==> src/rtl/virq_ack_pkg.sv <==
package virq_ack_pkg;
  localparam int ID_W = 16;
  localparam logic [ID_W-1:0] SPURIOUS_ID = 16'd1023;
  localparam logic [7:0] PRIO_IDLE = 8'hFF;

  typedef enum logic [1:0] {
    WIN_NONE = 2'b00,
    WIN_LIST = 2'b01,
    WIN_VLPI = 2'b10,
    WIN_RSVD = 2'b11
  } win_code_e;

  typedef struct packed {
    logic [ID_W-1:0] id;
    logic [7:0]      prio;
    logic            grp;
  } vcand_t;
endpackage

==> src/rtl/virq_ack_decide.sv <==
module virq_ack_decide
  import virq_ack_pkg::*;
(
  input  logic [1:0]      win_code,
  input  vcand_t          cand,
  input  logic            req_grp,
  input  logic            req_ack,
  input  logic            preempt_ok,
  input  logic            consumed,
  output logic [ID_W-1:0] resp_id,
  output logic            take
);
  win_code_e win;
  logic      visible;
  logic      answer;

  always_comb begin
    win     = win_code_e'(win_code);
    visible = (win == WIN_VLPI) && (cand.grp == req_grp)
              && (cand.prio != PRIO_IDLE) && !consumed;
    answer  = visible && (!req_ack || preempt_ok);
    take    = visible && req_ack && preempt_ok;
    resp_id = answer ? cand.id : SPURIOUS_ID;
  end
endmodule

==> src/rtl/virq_ack_apidx.sv <==
module virq_ack_apidx #(
  parameter int PRE_BITS = 7,
  localparam int SHIFT   = 8 - PRE_BITS,
  localparam int WORDS   = 1 << (PRE_BITS - 5),
  localparam int WORD_W  = (WORDS > 1) ? $clog2(WORDS) : 1
) (
  input  logic [7:0]        prio,
  input  logic [7:0]        gmask,
  output logic [WORD_W-1:0] word,
  output logic [4:0]        bitpos
);
  logic [PRE_BITS-1:0] bnum;

  assign bnum   = PRE_BITS'((prio & gmask) >> SHIFT);
  assign bitpos = bnum[4:0];

  generate
    if (PRE_BITS > 5) begin : g_multi_word
      assign word = bnum[PRE_BITS-1:5];
    end else begin : g_single_word
      assign word = '0;
    end
  endgenerate
endmodule

==> src/rtl/virq_ack_guard.sv <==
module virq_ack_guard (
  input  logic clk,
  input  logic rst_n,
  input  logic grant,
  input  logic issued,
  input  logic refresh,
  output logic consumed
);
  always_ff @(posedge clk) begin
    if (!rst_n)                   consumed <= 1'b0;
    else if (grant)               consumed <= 1'b1;
    else if (refresh && !issued)  consumed <= 1'b0;
  end
endmodule

==> src/rtl/virq_ack_unit.sv <==
module virq_ack_unit
  import virq_ack_pkg::*;
#(
  parameter int PRE_BITS   = 7,
  localparam int AP_WORDS  = 1 << (PRE_BITS - 5),
  localparam int AP_WORD_W = (AP_WORDS > 1) ? $clog2(AP_WORDS) : 1
) (
  input  logic                 clk,
  input  logic                 rst_n,
  input  logic                 rd_valid,
  output logic                 rd_ready,
  input  logic                 rd_ack,
  input  logic                 rd_grp,
  output logic                 rsp_valid,
  input  logic                 rsp_ready,
  output logic [15:0]          rsp_id,
  input  logic [1:0]           win_code,
  input  logic [15:0]          vlpi_id,
  input  logic [7:0]           vlpi_prio,
  input  logic                 vlpi_grp,
  input  logic [7:0]           vlpi_gmask,
  input  logic                 preempt_ok,
  input  logic                 vlpi_upd,
  output logic                 ap_set_valid,
  output logic                 ap_set_grp,
  output logic [AP_WORD_W-1:0] ap_set_word,
  output logic [4:0]           ap_set_bit,
  output logic                 clr_valid,
  output logic [15:0]          clr_id
);
  vcand_t                cand;
  logic                  accept;
  logic                  take;
  logic                  consumed;
  logic [ID_W-1:0]       resp_id_d;
  logic [AP_WORD_W-1:0]  word_d;
  logic [4:0]            bit_d;

  assign cand     = '{id: vlpi_id, prio: vlpi_prio, grp: vlpi_grp};
  assign rd_ready = !rsp_valid || rsp_ready;
  assign accept   = rd_valid && rd_ready;

  virq_ack_decide u_decide (
    .win_code   (win_code),
    .cand       (cand),
    .req_grp    (rd_grp),
    .req_ack    (rd_ack),
    .preempt_ok (preempt_ok),
    .consumed   (consumed),
    .resp_id    (resp_id_d),
    .take       (take)
  );

  virq_ack_apidx #(.PRE_BITS(PRE_BITS)) u_apidx (
    .prio   (vlpi_prio),
    .gmask  (vlpi_gmask),
    .word   (word_d),
    .bitpos (bit_d)
  );

  virq_ack_guard u_guard (
    .clk      (clk),
    .rst_n    (rst_n),
    .grant    (accept && take),
    .issued   (clr_valid),
    .refresh  (vlpi_upd),
    .consumed (consumed)
  );

  always_ff @(posedge clk) begin
    if (!rst_n) begin
      rsp_valid    <= 1'b0;
      rsp_id       <= SPURIOUS_ID;
      ap_set_valid <= 1'b0;
      ap_set_grp   <= 1'b0;
      ap_set_word  <= '0;
      ap_set_bit   <= '0;
      clr_valid    <= 1'b0;
      clr_id       <= '0;
    end else begin
      ap_set_valid <= 1'b0;
      clr_valid    <= 1'b0;
      if (rsp_valid && rsp_ready) rsp_valid <= 1'b0;
      if (accept) begin
        rsp_valid <= 1'b1;
        rsp_id    <= resp_id_d;
        if (take) begin
          ap_set_valid <= 1'b1;
          ap_set_grp   <= vlpi_grp;
          ap_set_word  <= word_d;
          ap_set_bit   <= bit_d;
          clr_valid    <= 1'b1;
          clr_id       <= vlpi_id;
        end
      end
    end
  end
endmodule

==> config.mk <==
export PLATFORM = sky130hd
export DESIGN_NAME = virq_ack_unit
export DESIGN_NICKNAME = d
export VERILOG_FILES = /design/src/rtl/virq_ack_pkg.sv /design/src/rtl/virq_ack_decide.sv /design/src/rtl/virq_ack_apidx.sv /design/src/rtl/virq_ack_guard.sv /design/src/rtl/virq_ack_unit.sv
export SDC_FILE = /design/constraint.sdc
export NUM_CORES = 1
export LEC_CHECK = 0
export CAP_MARGIN = 30
export CORE_AREA = 4 4 74 76
export DETAILED_ROUTE_END_ITERATION = 6
export DIE_AREA = 0 0 78 80
export PLACE_DENSITY_LB_ADDON = 0.1
export SLEW_MARGIN = 40
export SYNTH_ARGS = -nofsm -noshare
export SYNTH_HDL_FRONTEND = slang
export SYNTH_HIERARCHICAL = 1
export SYNTH_SLANG_ARGS = --single-unit
==> constraint.sdc <==
create_clock -name clk -period 2.1 [get_ports clk]
set_clock_uncertainty 0.1 [all_clocks]
set_input_delay 0.42 -clock clk [delete_from_list [all_inputs] [get_ports clk]]
set_output_delay 0.42 -clock clk [all_outputs]
set_load 0.02 [all_outputs]
==> summary.txt, run 1 <==
Pwr
  • Lkg Pwr: 0.00112 uW
  • Pwr Density: 536 mW/mm^2
  • Worst vdd ir: 0.320 mV

Worst setup path
  • Reg2reg start: u_guard/consumed
  • Crit end category: register
  • Worst EP arrival: 1.98 ns
  • Startpoint types: primary input
  • Worst Setup SP: vlpi_prio[7]
  • Worst r2r dst: rsp_id[8]
  • Reg2Reg Depth: 6
  • Critical path class: in -> reg
  • WP data required: 2.18 ns
  • Max FO, Critical Path: 14
  • Flop-to-flop setup slack: 0.60 ns
  • Worst setup endpoint: u_guard/consumed

Timing
  • Final Max Tran Viols: 0
  • Final worst path period share: 0.904
  • Min cycle time layout: 1.90 ns
  • Maximum clock frequency: 527 MHz
  • Count of final hold-check violations: 0
  • Slew Limit Headroom: 0.624
  • RSZ-0062 raised after global routing: no
  • Slew @ Worst Pin: 0.561 ns
  • Final setup vio count: 0

Routing
  • DR pass1 iterations: 4
  • DR WL/cell: 12.7 um
  • Drt first-iter violations: 75
  • DRC errors left: 0
  • Vias per cell: 4.65
  • Final ANT Viol Nets: 0
  • WL final: 4700 um
  • Vias: 1727

Floorplanning
  • Core Box Area: 0.00472 mm^2
  • Die Y: 80 um
  • I/O pins: 87
  • # rows: 25
  • Die ar.: 0.00624 mm^2
  • Die Wd: 78 um
  • Initial core utilization: 0.415

Synth
  • Post-synth cell types: 24
  • Seq cells post-synth: 43
  • Syn Std Cell Area: 0.00196 mm^2
  • Syn nets: 264
  • Syn Inst Count: 221
  • Syn_area_per_cell: 8.86 um^2
  • Ys Warns: 6
  • Register area share after synthesis: 0.440

Global routing
  • Vias in the first global route: 1683
  • Gr usage total: 0.158
  • Initial antenna violation count: 0
  • Overflow after GRT: 0
  • Largest net degree at the start of global routing: 74
  • First-pass GRT wire length: 7710 um

CTS
  • Clock Path Buffers: 2
  • TritonCTS Buffers: 5
  • CTS H-tree depth: 2
  • CTS clock-pin slew for the worst setup and hold paths: 0.07 ns
  • Quantity of hold-fixing buffers added after cts: 0
  • TritonCTS clock tree: built
  • CTS Sinks: 43
  • Clk_lat worst skew: 0.29 ns
  • Clock Root Buffer: clkbuf_8

Cells and area
  • Final core utilization: 0.627
  • Non-filler instance count after layout: 371
  • NumNets Final: 348
  • Area Growth Syn to Fin: 51.2%
  • Share of layout cells above drive strength 1: 0.0757
  • ANT cells: 0

Placed design
  • DP HPWL: 3400 um
  • Input/output buffers: 85
  • GPL Wtd Cong: 0.783
  • Placed Instances: 365

Status
  • Outcome: finished clean

Worst hold path
  • HP Class: reg -> reg

Flow run
  • Maxcap violations: 0
==> report_power, final <==
part           switching [uW]  internal [uW]  total [uW]  leakage (uW)
clock network             252            222         474     0.0000371
logic                     119            150         269      0.000739
registers                9.85            833         843      0.000349
total                     381           1210        1590       0.00112
==> flip-flops by register name, summed over array words and instances (netlist names) <==
register	count
ap_set_bit	5
ap_set_grp	1
ap_set_word	2
clr_id	16
clr_valid	1
rsp_id	16
rsp_valid	1
u_guard/consumed	1
==> worst max-delay path: stages <==
cell and delay, ns:
clkdlybuf4s50_1 0.47, nand4_1 0.18, o2111ai_4 0.26, nor2_1 0.07, and3_4 0.20, buf_12 0.15, nor3b_2 0.17, nor2_1 0.06
==> cell families after synthesis <==
group / Yosys count / share of synthesized area
multiplexers: 30 / 0.153
flip-flops: 43 / 0.440
buffers and inverters: 29 / 0.0786
AO/OA/AOI/OAI: 13 / 0.0581
AND/OR/NAND/NOR: 105 / 0.262
XOR/XNOR: 1 / 0.00831
==> worst min path at each step <==
stage                      from                to  slack, ns  depth (start not counted)
2_1_floorplan  u_guard/consumed  u_guard/consumed       0.40                          2
3_3_place_gp     ap_set_word[1]    ap_set_word[1]       0.34                          2
3_5_place_dp         clr_id[13]        clr_id[13]       0.35                          2
4_1_cts               clr_id[3]         clr_id[3]       0.36                          2
5_1_grt              clr_id[13]        clr_id[13]       0.38                          2
6_report              clr_id[2]         clr_id[2]       0.36                          2
==> placed cells by master (no fill, tap or decap), types with 2 or more instances in the layout <==
| master | netlist | final |
|---|---|---|
| buf_4 | 1 | 7 |
| inv_1 | 11 | 11 |
| dfxtp_1 | 43 | 43 |
| buf_12 | 0 | 3 |
| clkdlybuf4s50_1 | 0 | 83 |
| nand2_1 | 61 | 61 |
| mux2i_1 | 30 | 30 |
| nand3_1 | 10 | 10 |
| clkbuf_8 | 0 | 5 |
| nand4_1 | 2 | 2 |
| o211ai_1 | 10 | 10 |
| nor2_1 | 2 | 2 |
| nor3b_1 | 6 | 6 |
| and2_1 | 9 | 9 |
| or3_1 | 10 | 10 |
==> synth_stat cells <==
cell type | count | area [um^2]
and3_4 | 1 | 11.3
and2_1 | 9 | 56.3
nor2_2 | 1 | 6.26
nor3b_2 | 1 | 12.5
xnor2_2 | 1 | 16.3
nand4_1 | 2 | 12.5
buf_6 | 5 | 56.3
nor3b_1 | 6 | 45.0
nor2b_1 | 1 | 6.26
dfxtp_1 | 43 | 861
buf_4 | 1 | 7.51
nand2_1 | 61 | 229
mux2i_1 | 30 | 300
o211ai_1 | 10 | 75.1
nand3_1 | 10 | 50.1
or3_1 | 10 | 62.6
o2111ai_4 | 1 | 26.3
a21boi_0 | 1 | 7.51
o21ai_0 | 1 | 5.00
inv_1 | 11 | 41.3
buf_2 | 3 | 15.0
clkbuf_1 | 9 | 33.8
nor2_1 | 2 | 7.51
nand2b_4 | 1 | 13.8
==> stage by stage <==
stage | setup TNS, ns | hold WS (ns) | instance area, um^2 | total power [uW] | setup WS (ns)
6_report | 0 | 0.356 | 2960 | 1590 | 0.201
5_1_grt | 0 | 0.383 | 2960 | 1680 | 0.0422
3_3_place_gp | -1.10 | 0.342 | 2890 | 1130 | -0.110
2_1_floorplan | 0 | 0.397 | 1960 | 989 | 0.231
3_5_place_dp | -1.20 | 0.347 | 2890 | 1130 | -0.108
4_1_cts | 0 | 0.362 | 2960 | 1610 | 0.186
==> layout make-up <==
| cell class | instances | area (um^2) |
|---|---|---|
| Timing Repair Buffer | 95 | 957 |
| Sequential cell | 43 | 861 |
| Inverter | 11 | 41.3 |
| Fill cell | 428 | 1760 |
| Multi-Input combinational cell | 149 | 946 |
| Clock buffer | 6 | 72.6 |
| Tap cell | 67 | 83.8 |
==> timing repair <==
item	4_1_cts	5_1_grt
buffers inserted	0	0
endpoints found under the setup margin	1	0
gates resized for setup	1	0
==> per-layer routing <==
metal  vias to the layer above  global-route usage  routed length, um
li1                        896                   -                  -
met1                       766               0.190               2110
met5                         -                   0                  0
met3                         6              0.0632                422
met4                         0              0.0612                 61
met2                        59               0.252               2100
Power figures use the tool's default switching activity.
==> run 2: changes to the inputs <==
CORE_AREA = 4 4 71 79   (was 4 4 74 76)
DIE_AREA = 0 0 75 83   (was 0 0 78 80)
==> run 2 against run 1 <==
Net effect:
- sequential cell count is the same
- cell area grew 1.4%
- sequential power is essentially flat
- maximum frequency shrank 0.73%
- core utilization shrank 1.4 points
- clock-buffer cell count is the same
- critical path depth shrank 1
- critical path type unchanged
- largest power group unchanged
==> summary.txt, run 2 (same netlist as run 1, synthesis figures left out) <==
Pwr
  • Sw Pwr: 427 uW
  • Comb power frac: 0.168
  • Lkg Pwr: 0.00115 uW
  • Clk pwr share: 0.320
  • Pwr Density: 548 mW/mm^2
  • Switching Fraction: 0.259
  • Worst vdd ir: 0.315 mV
  • Int Power: 1220 uW
  • Flop pwr share: 0.512

Cells and area
  • Top Registers: clr_id (16), rsp_id (16), ap_set_bit (5)
  • Most frequent cells in the layout: 83 x clkdlybuf4s50_1, 61 x nand2_1, 43 x dfxtp_1
  • Share of layout cells above drive strength 1: 0.0877
  • Final core utilization: 0.613
  • Commonest non-fill, non-tap cell in the layout: clkdlybuf4s50_1
  • ANT cells: 0
  • Fill cell count: 450
  • NumNets Final: 350
  • Area Growth Syn to Fin: 53.4%

Worst setup path
  • Flop-to-flop setup slack: 0.53 ns
  • Max FO, Critical Path: 10
  • WP data required: 2.23 ns
  • Worst r2r dst: clr_id[4]
  • Critical path class: in -> reg
  • Reg2Reg Depth: 6
  • Crit end category: register
  • Reg2reg start: u_guard/consumed
  • Worst Setup SP: vlpi_grp
  • Worst EP arrival: 2.04 ns
  • Startpoint types: primary input
  • Worst setup endpoint: clr_id[4]

Status
  • Outcome: finished clean

Timing
  • RSZ-0062 raised after global routing: no
  • Maximum clock frequency: 523 MHz
  • Worst setup margin: 0.187 ns
  • Slew @ Worst Pin: 0.599 ns
  • Count of final hold-check violations: 0
  • Final worst path period share: 0.911
  • Final Max Tran Viols: 0
  • Final setup vio count: 0
  • Min cycle time layout: 1.91 ns
  • Hold_ws: 0.360 ns
  • Slew Limit Headroom: 0.599

Placed design
  • DP HPWL: 3760 um
  • GPL Wtd Cong: 0.778
  • Dpl ws: -0.134 ns
  • Input/output buffers: 85

CTS
  • CTS H-tree depth: 2
  • CTS clock-pin slew for the worst setup and hold paths: 0.08 ns
  • Clk_lat worst skew: 0.30 ns
  • Clock Root Buffer: clkbuf_8
  • TritonCTS clock tree: built
  • TritonCTS Buffers: 5
  • Clock Path Buffers: 2
  • CTS Sinks: 43

Worst hold path
  • HP Class: reg -> reg
  • Worst Hold Launch: rsp_id[13]

Global routing
  • Met1 usage: 0.218
  • Largest net degree at the start of global routing: 74
  • First-pass GRT wire length: 8610 um
  • Met3 usage: 0.0654
  • Gr usage total: 0.177
  • GR peak layer: met2
  • Initial antenna violation count: 0
  • Vias in the first global route: 1821
  • Overflow after GRT: 0
  • Met2 GRT Util: 0.277

Routing
  • WL final: 5160 um
  • Drt first-iter violations: 87
  • DRC errors left: 0
  • DR pass1 iterations: 4
  • Vias per cell: 4.92
  • Final ANT Viol Nets: 0
  • DR WL/cell: 14.1 um
  • Vias: 1800

Floorplanning
  • Die Y: 83 um
  • Die ar.: 0.00623 mm^2
  • # rows: 27
  • Initial core utilization: 0.400
  • Die Wd: 75 um
  • Core Box Area: 0.00490 mm^2
  • I/O pins: 87

Flow run
  • Maxcap violations: 0
==> run 2: cell count changes in the layout (fill, tap and decap cells not counted) <==
cell        delta
clkinvlp_4     +1
clkinv_2       +1
buf_12         +2
==> run 2: how the worst min path moves through the flow <==
stage	endpoint	slack, ns	depth (start not counted)
3_5_place_dp	clr_id[2]	0.35	2
6_report	rsp_id[13]	0.36	2
2_1_floorplan	u_guard/consumed	0.40	2
4_1_cts	clr_id[2]	0.36	2
3_3_place_gp	clr_id[4]	0.34	2
5_1_grt	clr_id[2]	0.38	2
==> run 2: repair_timing <==
action / in CTS / in global routing
endpoints found under the hold margin: 0 / 0
setup endpoints to repair: 1 / 0
buffers inserted: 0 / 0
resized for setup: 1 / 0
hold buffers: 0 / 0
==> run 2: power by group through the flow <==
stage | combinational (uW) | clock, uW | sequential [uW]
6_report | 277 | 527 | 843
5_1_grt | 303 | 576 | 845
4_1_cts | 281 | 541 | 843
3_5_place_dp | 281 | 0 | 862
3_3_place_gp | 278 | 0 | 862
2_1_floorplan | 105 | 0 | 884
==> run 2: stage by stage <==
step                      instances  cell area [um^2]  TNS, ns  total power (uW)
after global placement          358              2920    -3.38              1140
final                           366              3000        0              1650
after detailed placement        358              2920    -3.46              1140
after global routing            366              3000        0              1720
after floorplan                 221              1960        0               989
after CTS                       366              3000        0              1670
==> run 2: cell type report <==
type	count	area (um^2)	share of cell area
multi-input combinational	149	946	0.315
clock buffer	6	72.6	0.0242
timing repair buffer	97	997	0.332
sequential	43	861	0.287
inverter	11	41.3	0.0138
tap	58	72.6	0.0242
clock inverter	2	12.5	0.00417
==> run 2: worst max-delay path, stage by stage <==
cell             delay (ns)
clkdlybuf4s50_1        0.52
xnor2_2                0.14
o2111ai_4              0.16
nor2_1                 0.13
and3_4                 0.32
buf_12                 0.16
mux2i_1                0.19
==> run 2: routing by layer <==
| layer | vias to the layer above | wire, um |
|---|---|---|
| met5 | - | 0 |
| met4 | 0 | 69 |
| met3 | 6 | 496 |
| met2 | 63 | 2400 |
| met1 | 826 | 2190 |
| li1 | 905 | - |
